`src/rtl/shift_add_mul_pkg.sv`:
```
package shift_add_mul_pkg;
  localparam int unsigned DEF_A_W = 8;
  localparam int unsigned DEF_B_W = 8;
endpackage

```
`src/rtl/mul_load_stage.sv`:
```
module mul_load_stage #(
  parameter int unsigned A_W = 8,
  parameter int unsigned B_W = 8,
  parameter int unsigned P_W = A_W + B_W - 1
) (
  input  logic           clk_i,
  input  logic           rst_ni,
  input  logic           vld_i,
  input  logic [A_W-1:0] a_i,
  input  logic [B_W-1:0] b_i,
  output logic           vld_o,
  output logic [P_W-1:0] sum_o,
  output logic [P_W-1:0] a_sh_o,
  output logic [B_W-2:0] b_rem_o
);
  logic [P_W-1:0] a_ext;
  logic [P_W-1:0] neg_top;

  assign a_ext   = {{(P_W-A_W){a_i[A_W-1]}}, a_i};
  // B sign bit carries weight -2^(B_W-1): seed with -(A << (B_W-1))
  assign neg_top = '0 - (a_ext << (B_W-1));

  always_ff @(posedge clk_i or negedge rst_ni) begin
    if (!rst_ni) begin
      vld_o   <= 1'b0;
      sum_o   <= '0;
      a_sh_o  <= '0;
      b_rem_o <= '0;
    end else begin
      vld_o <= vld_i;
      if (vld_i) begin
        sum_o   <= b_i[B_W-1] ? neg_top : '0;
        a_sh_o  <= a_ext;
        b_rem_o <= b_i[B_W-2:0];
      end
    end
  end

  a_r7_pos_b_zero_start: assert property (@(posedge clk_i) disable iff (!rst_ni)
    vld_i && !b_i[B_W-1] |=> sum_o == '0);

  a_r7_neg_b_start: assert property (@(posedge clk_i) disable iff (!rst_ni)
    vld_i && b_i[B_W-1] |=> (sum_o + ($past(a_ext) << (B_W-1))) == '0);
endmodule

```
`src/rtl/mul_add_stage.sv`:
```
module mul_add_stage #(
  parameter int unsigned P_W = 15,
  parameter int unsigned R_W = 7
) (
  input  logic           clk_i,
  input  logic           rst_ni,
  input  logic           vld_i,
  input  logic [P_W-1:0] sum_i,
  input  logic [P_W-1:0] a_sh_i,
  input  logic [R_W-1:0] b_rem_i,
  output logic           vld_o,
  output logic [P_W-1:0] sum_o,
  output logic [P_W-1:0] a_sh_o,
  output logic [R_W-1:0] b_rem_o
);
  logic [P_W-1:0] addend;

  assign addend = b_rem_i[0] ? a_sh_i : '0;

  always_ff @(posedge clk_i or negedge rst_ni) begin
    if (!rst_ni) begin
      vld_o   <= 1'b0;
      sum_o   <= '0;
      a_sh_o  <= '0;
      b_rem_o <= '0;
    end else begin
      vld_o <= vld_i;
      if (vld_i) begin
        sum_o   <= sum_i + addend;
        a_sh_o  <= a_sh_i << 1;
        b_rem_o <= b_rem_i >> 1;
      end
    end
  end

  a_r1_clear_bit_passes: assert property (@(posedge clk_i) disable iff (!rst_ni)
    vld_i && !b_rem_i[0] |=> sum_o == $past(sum_i));

  a_r6_idle_holds_sum: assert property (@(posedge clk_i) disable iff (!rst_ni)
    !vld_i |=> $stable(sum_o));
endmodule

```
`src/rtl/shift_add_mul_pipe.sv`:
```
module shift_add_mul_pipe
  import shift_add_mul_pkg::*;
#(
  parameter int unsigned A_W = DEF_A_W,
  parameter int unsigned B_W = DEF_B_W
) (
  input  logic                   clk_i,
  input  logic                   rst_ni,
  input  logic                   in_valid_i,
  input  logic [A_W-1:0]         a_i,
  input  logic [B_W-1:0]         b_i,
  output logic                   out_valid_o,
  output logic [A_W+B_W-2:0]     product_o
);
  localparam int unsigned P_W     = A_W + B_W - 1;
  localparam int unsigned N_ADD   = B_W - 1;
  localparam int unsigned LATENCY = N_ADD + 1;
  localparam int unsigned CNT_W   = $clog2(LATENCY + 1) + 1;

  logic           vld_s  [N_ADD+1];
  logic [P_W-1:0] sum_s  [N_ADD+1];
  logic [P_W-1:0] ash_s  [N_ADD+1];
  logic [N_ADD-1:0] brem_s [N_ADD+1];

  mul_load_stage #(.A_W(A_W), .B_W(B_W), .P_W(P_W)) i_load (
    .clk_i   (clk_i),
    .rst_ni  (rst_ni),
    .vld_i   (in_valid_i),
    .a_i     (a_i),
    .b_i     (b_i),
    .vld_o   (vld_s[0]),
    .sum_o   (sum_s[0]),
    .a_sh_o  (ash_s[0]),
    .b_rem_o (brem_s[0])
  );

  for (genvar k = 0; k < N_ADD; k++) begin : g_add
    mul_add_stage #(.P_W(P_W), .R_W(N_ADD)) i_add (
      .clk_i   (clk_i),
      .rst_ni  (rst_ni),
      .vld_i   (vld_s[k]),
      .sum_i   (sum_s[k]),
      .a_sh_i  (ash_s[k]),
      .b_rem_i (brem_s[k]),
      .vld_o   (vld_s[k+1]),
      .sum_o   (sum_s[k+1]),
      .a_sh_o  (ash_s[k+1]),
      .b_rem_o (brem_s[k+1])
    );
  end

  assign out_valid_o = vld_s[N_ADD];
  assign product_o   = sum_s[N_ADD];

  // in-flight count for checking only
  logic [CNT_W-1:0] inflight_q;
  always_ff @(posedge clk_i or negedge rst_ni) begin
    if (!rst_ni) inflight_q <= '0;
    else         inflight_q <= inflight_q + CNT_W'(in_valid_i) - CNT_W'(out_valid_o);
  end

  a_r3_no_orphan_valid: assert property (@(posedge clk_i) disable iff (!rst_ni)
    out_valid_o |-> inflight_q != '0);

  a_r4_inflight_bounded: assert property (@(posedge clk_i) disable iff (!rst_ni)
    inflight_q <= CNT_W'(LATENCY));

  a_r1_all_bits_consumed: assert property (@(posedge clk_i) disable iff (!rst_ni)
    vld_s[N_ADD] |-> brem_s[N_ADD] == '0 && ash_s[N_ADD][N_ADD-1:0] == '0);

  a_r9_reset_clears: assert property (@(posedge clk_i)
    !rst_ni |-> !out_valid_o && product_o == '0);
endmodule

```
`config.mk`:
```
export PLATFORM = sky130hd
export DESIGN_NAME = shift_add_mul_pipe
export DESIGN_NICKNAME = d
export VERILOG_FILES = /design/src/rtl/shift_add_mul_pkg.sv /design/src/rtl/mul_load_stage.sv /design/src/rtl/mul_add_stage.sv /design/src/rtl/shift_add_mul_pipe.sv
export SDC_FILE = /design/constraint.sdc
export NUM_CORES = 1
export LEC_CHECK = 0
export BUFFER_PORTS_ARGS = -buffer_cell sky130_fd_sc_hd__buf_2
export CAP_MARGIN = 5
export CORE_ASPECT_RATIO = 0.8
export CORE_MARGIN = 2
export CORE_UTILIZATION = 58
export DETAILED_ROUTE_END_ITERATION = 8
export GPL_TIMING_DRIVEN = 0
export PLACE_DENSITY = 0.78
export SKIP_CTS_REPAIR_TIMING = 1
export SYNTH_ARGS = -nofsm -noshare
export SYNTH_HDL_FRONTEND = slang
export SYNTH_HIERARCHICAL = 1
export SYNTH_SLANG_ARGS = --single-unit
```
`constraint.sdc`:
```
create_clock -name clk_i -period 2.2 [get_ports clk_i]
set_input_delay 0.11 -clock clk_i [delete_from_list [all_inputs] [get_ports clk_i]]
set_output_delay 0.11 -clock clk_i [all_outputs]
set_load 0.03 [all_outputs]
```
==> results by stage <==
Critical path:
- In this run the worst path has a maximum fanout of 8.
- The worst register-to-register path has a depth of 9.
- The critical setup path kind is reg -> reg.
- The category of the worst setup path launch point is a flip-flop.
- The type of element capturing the critical path is a flip-flop.
- Data on the critical path is required at its endpoint by 2680 ps.
- Data on the critical path arrives at its endpoint at 3060 ps.
- The capture point of the worst reg-to-reg path is g_add[4].i_add/sum_o[14].
- The slack of the worst reg-to-reg path is -370 ps.
- The launch point of the worst reg-to-reg path is g_add[3].i_add/b_rem_o[0].

Global route:
- The met3 usage in global routing is 5.61%.
- The routing layer with the top usage in global route is met1.
- In the global route stage, met1 resource usage came out at 41.7%.
- Entering global routing, the biggest net connects 104 pins.
- The overall routing resource usage is 26.2%.
- The number of antenna violations at the first check in global routing is 0.
- The wire length of the first global-routing pass is 56000 µm.
- For this run the aggregate overflow at the end of global routing stands at 0.
- The met2 layer usage reported by global route is 36.4%.
- The number of global-route vias before repair is 10.6k.

Power:
- The highest ir drop seen on vdd is 0.000841 V.
- For this design the ratio of total power to cell area is 1460 mW/mm².
- Summed over all cells, the static leakage comes to 0.00805 µW.
- Power comes to 27700 µW.

Routing:
- The number of iterations in the first detailed-routing pass is 5.
- The count of nets left with antenna violations once routing finished came out at 0.
- After the first detailed-routing iteration, the DRC count stood at 1209.
- Across all layers, the routed design uses 12.3k vias.
- The routed length per placed instance is 23.7 µm.
- The total wire length after detailed routing is 44600 µm.
- After detailed routing, the number of remaining DRC violations is 0.
- The per-cell via count in the routed design is 6.55.

Status:
- The run finished, with violations left.
- The checks that failed: setup timing.

Die:
- The width of the die is 181 µm.
- In this run the vertical extent of the chip is 146 µm.
- The overall die area is 0.0265 mm².
- The total number of placement rows is 51.
- The core region is 0.0246 mm².
- The starting utilization of the core area is 59.4%.
- The number of top-level design ports is 35.

Synth:
- Each instance of the synthesized netlist takes up on average 10.8 µm².
- Counting every instance in the synthesized netlist gives 1358.
- The Yosys step of the flow raised 6 warnings.
- The netlist area before placement is 0.0146 mm².

Placement:
- Summed over all nets, the half-perimeter wirelength after detailed placement is 25400 µm.
- Routability-driven placement finished with a final weighted congestion of 0.882.
- Including well taps, the total number of placed cells is 1718.
- Timing analysis after detailed placement gives a worst setup slack of -541 ps.
- In this run the tool buffered the top-level ports with 34 buffer cells.

STA:
- The post-route clock skew is 31.0 ps.
- In this run the tightest slew margin relative to its limit is 42.4%.
- The final max-slew violation count came to 0.
- The maximum frequency from static timing analysis is 0.389 GHz.
- The final setup violation count is 52.
- The hold violation total from the final report is 0.
- The final setup slack of the worst path is -373 ps.
- The final period utilization is 117%.
- Counting I/O delays and the setup requirement, the final critical path takes 2570 ps.
- Setup repair after global routing could not meet its margin everywhere.
- At the pin with the least slew margin, the transition time is 864 ps.

CTS:
- The worst-case clock buffer depth is 3.
- Buffers inserted during clock tree synthesis total 25.
- Clock-pin slew was measured on the worst setup and hold paths at 70 ps.
- The CTS sink count is 241.
- The root buffer cell is sky130_fd_sc_hd__clkbuf_16.
- For the worst-skew pair, the clock arrives at the later sink with an insertion delay of 560 ps.
- The depth of the CTS H-tree is 1.
- TritonCTS built the clock tree.

Run:
- The total of max-cap violations is 0.

Final layout:
- After filler insertion, the fill cell instance count of the layout stands at 1334.
- Cells with a size suffix above 1 make up 42.6% of the layout.
- At the end of the flow the core is filled with cells to 77.1%.
- Summing all multi-input logic gate instances after layout gives 0.00969 mm².
- Compared with the post-synthesis result, the final layout area differs by 29.7%.
- The most common library cell in the layout ignoring fill and taps is sky130_fd_sc_hd__dfrtp_1.
- The library cells used most frequently in the layout, excluding fill and tap cells, are sky130_fd_sc_hd__dfrtp_1 (233), sky130_fd_sc_hd__mux2_2 (166), sky130_fd_sc_hd__buf_4 (103), sky130_fd_sc_hd__and2_1 (73), sky130_fd_sc_hd__nand2_1 (65).
- The final layout contains 1672 nets.
- The number of non-filler instances in the completed layout is 1882.
- The antenna cell count is 0.
- The area taken by flip-flops and latches is 0.00604 mm².

Hold path:
- The min-delay analysis places its worst path in the category in -> async.
## report_power, final
part | switching (µW) | internal [µW] | total [µW] | leakage [µW]
clock | 1900 | 2550 | 4450 | 0.000416
combinational | 8030 | 7920 | 15900 | 0.00479
sequential | 1430 | 5900 | 7330 | 0.00284
## state kept, by name (all words and copies together) (netlist names)
signal	cells
g_add.i_add/vld_o	7
g_add.i_add/b_rem_o	21
i_load/sum_o	8
i_load/a_sh_o	8
g_add.i_add/sum_o	105
i_load/vld_o	1
g_add.i_add/a_sh_o	84
i_load/b_rem_o	7
## final cells by class
type,count,area share (%)
Inverter,30,0.595
Timing Repair Buffer,172,7.69
Clock inverter,14,0.892
Tap cell,318,2.10
Buffer,60,2.06
Clock buffer,30,3.56
Multi-Input combinational cell,1017,51.2
Sequential cell,241,31.9
## worst max-delay path by stage
stage / startpoint / endpoint / depth (start not counted)
2_1_floorplan: g_add[1].i_add/b_rem_o[0] / g_add[2].i_add/sum_o[14] / 9
3_3_place_gp: rst_ni / g_add[5].i_add/a_sh_o[1] / 1
5_1_grt: g_add[1].i_add/b_rem_o[0] / g_add[2].i_add/sum_o[14] / 9
4_1_cts: g_add[3].i_add/b_rem_o[0] / g_add[4].i_add/sum_o[14] / 9
3_5_place_dp: g_add[3].i_add/b_rem_o[0] / g_add[4].i_add/sum_o[14] / 9
6_report: g_add[3].i_add/b_rem_o[0] / g_add[4].i_add/sum_o[14] / 9
## metal layers
layer	wire, µm	up-vias	share of wire (%)
met5	0	-	0
met4	1210	0	2.7
met3	4240	139	9.5
met2	20300	723	45
met1	18900	6164	42
li1	-	5310	-
## metrics by stage
step / hold slack (ps) / TNS (ps) / cell area (µm²)
after floorplan: -186 / 0 / 14800
after global placement: 232 / -811570 / 15300
after detailed placement: 92.5 / -20260 / 15400
after CTS: -466 / -23300 / 16200
after global routing: 142 / -10550 / 18900
final: 103 / -8070 / 18900
## critical path: stages (launching register included)
cell	delay, ps
sky130_fd_sc_hd__dfrtp_2	490
sky130_fd_sc_hd__buf_6	150
sky130_fd_sc_hd__and2_4	130
sky130_fd_sc_hd__ha_4	240
sky130_fd_sc_hd__a21o_1	230
sky130_fd_sc_hd__a221oi_4	340
sky130_fd_sc_hd__buf_12	170
sky130_fd_sc_hd__nor3_2	50
sky130_fd_sc_hd__or4_4	520
sky130_fd_sc_hd__a31oi_4	180
(Power assumes the default switching activity.)
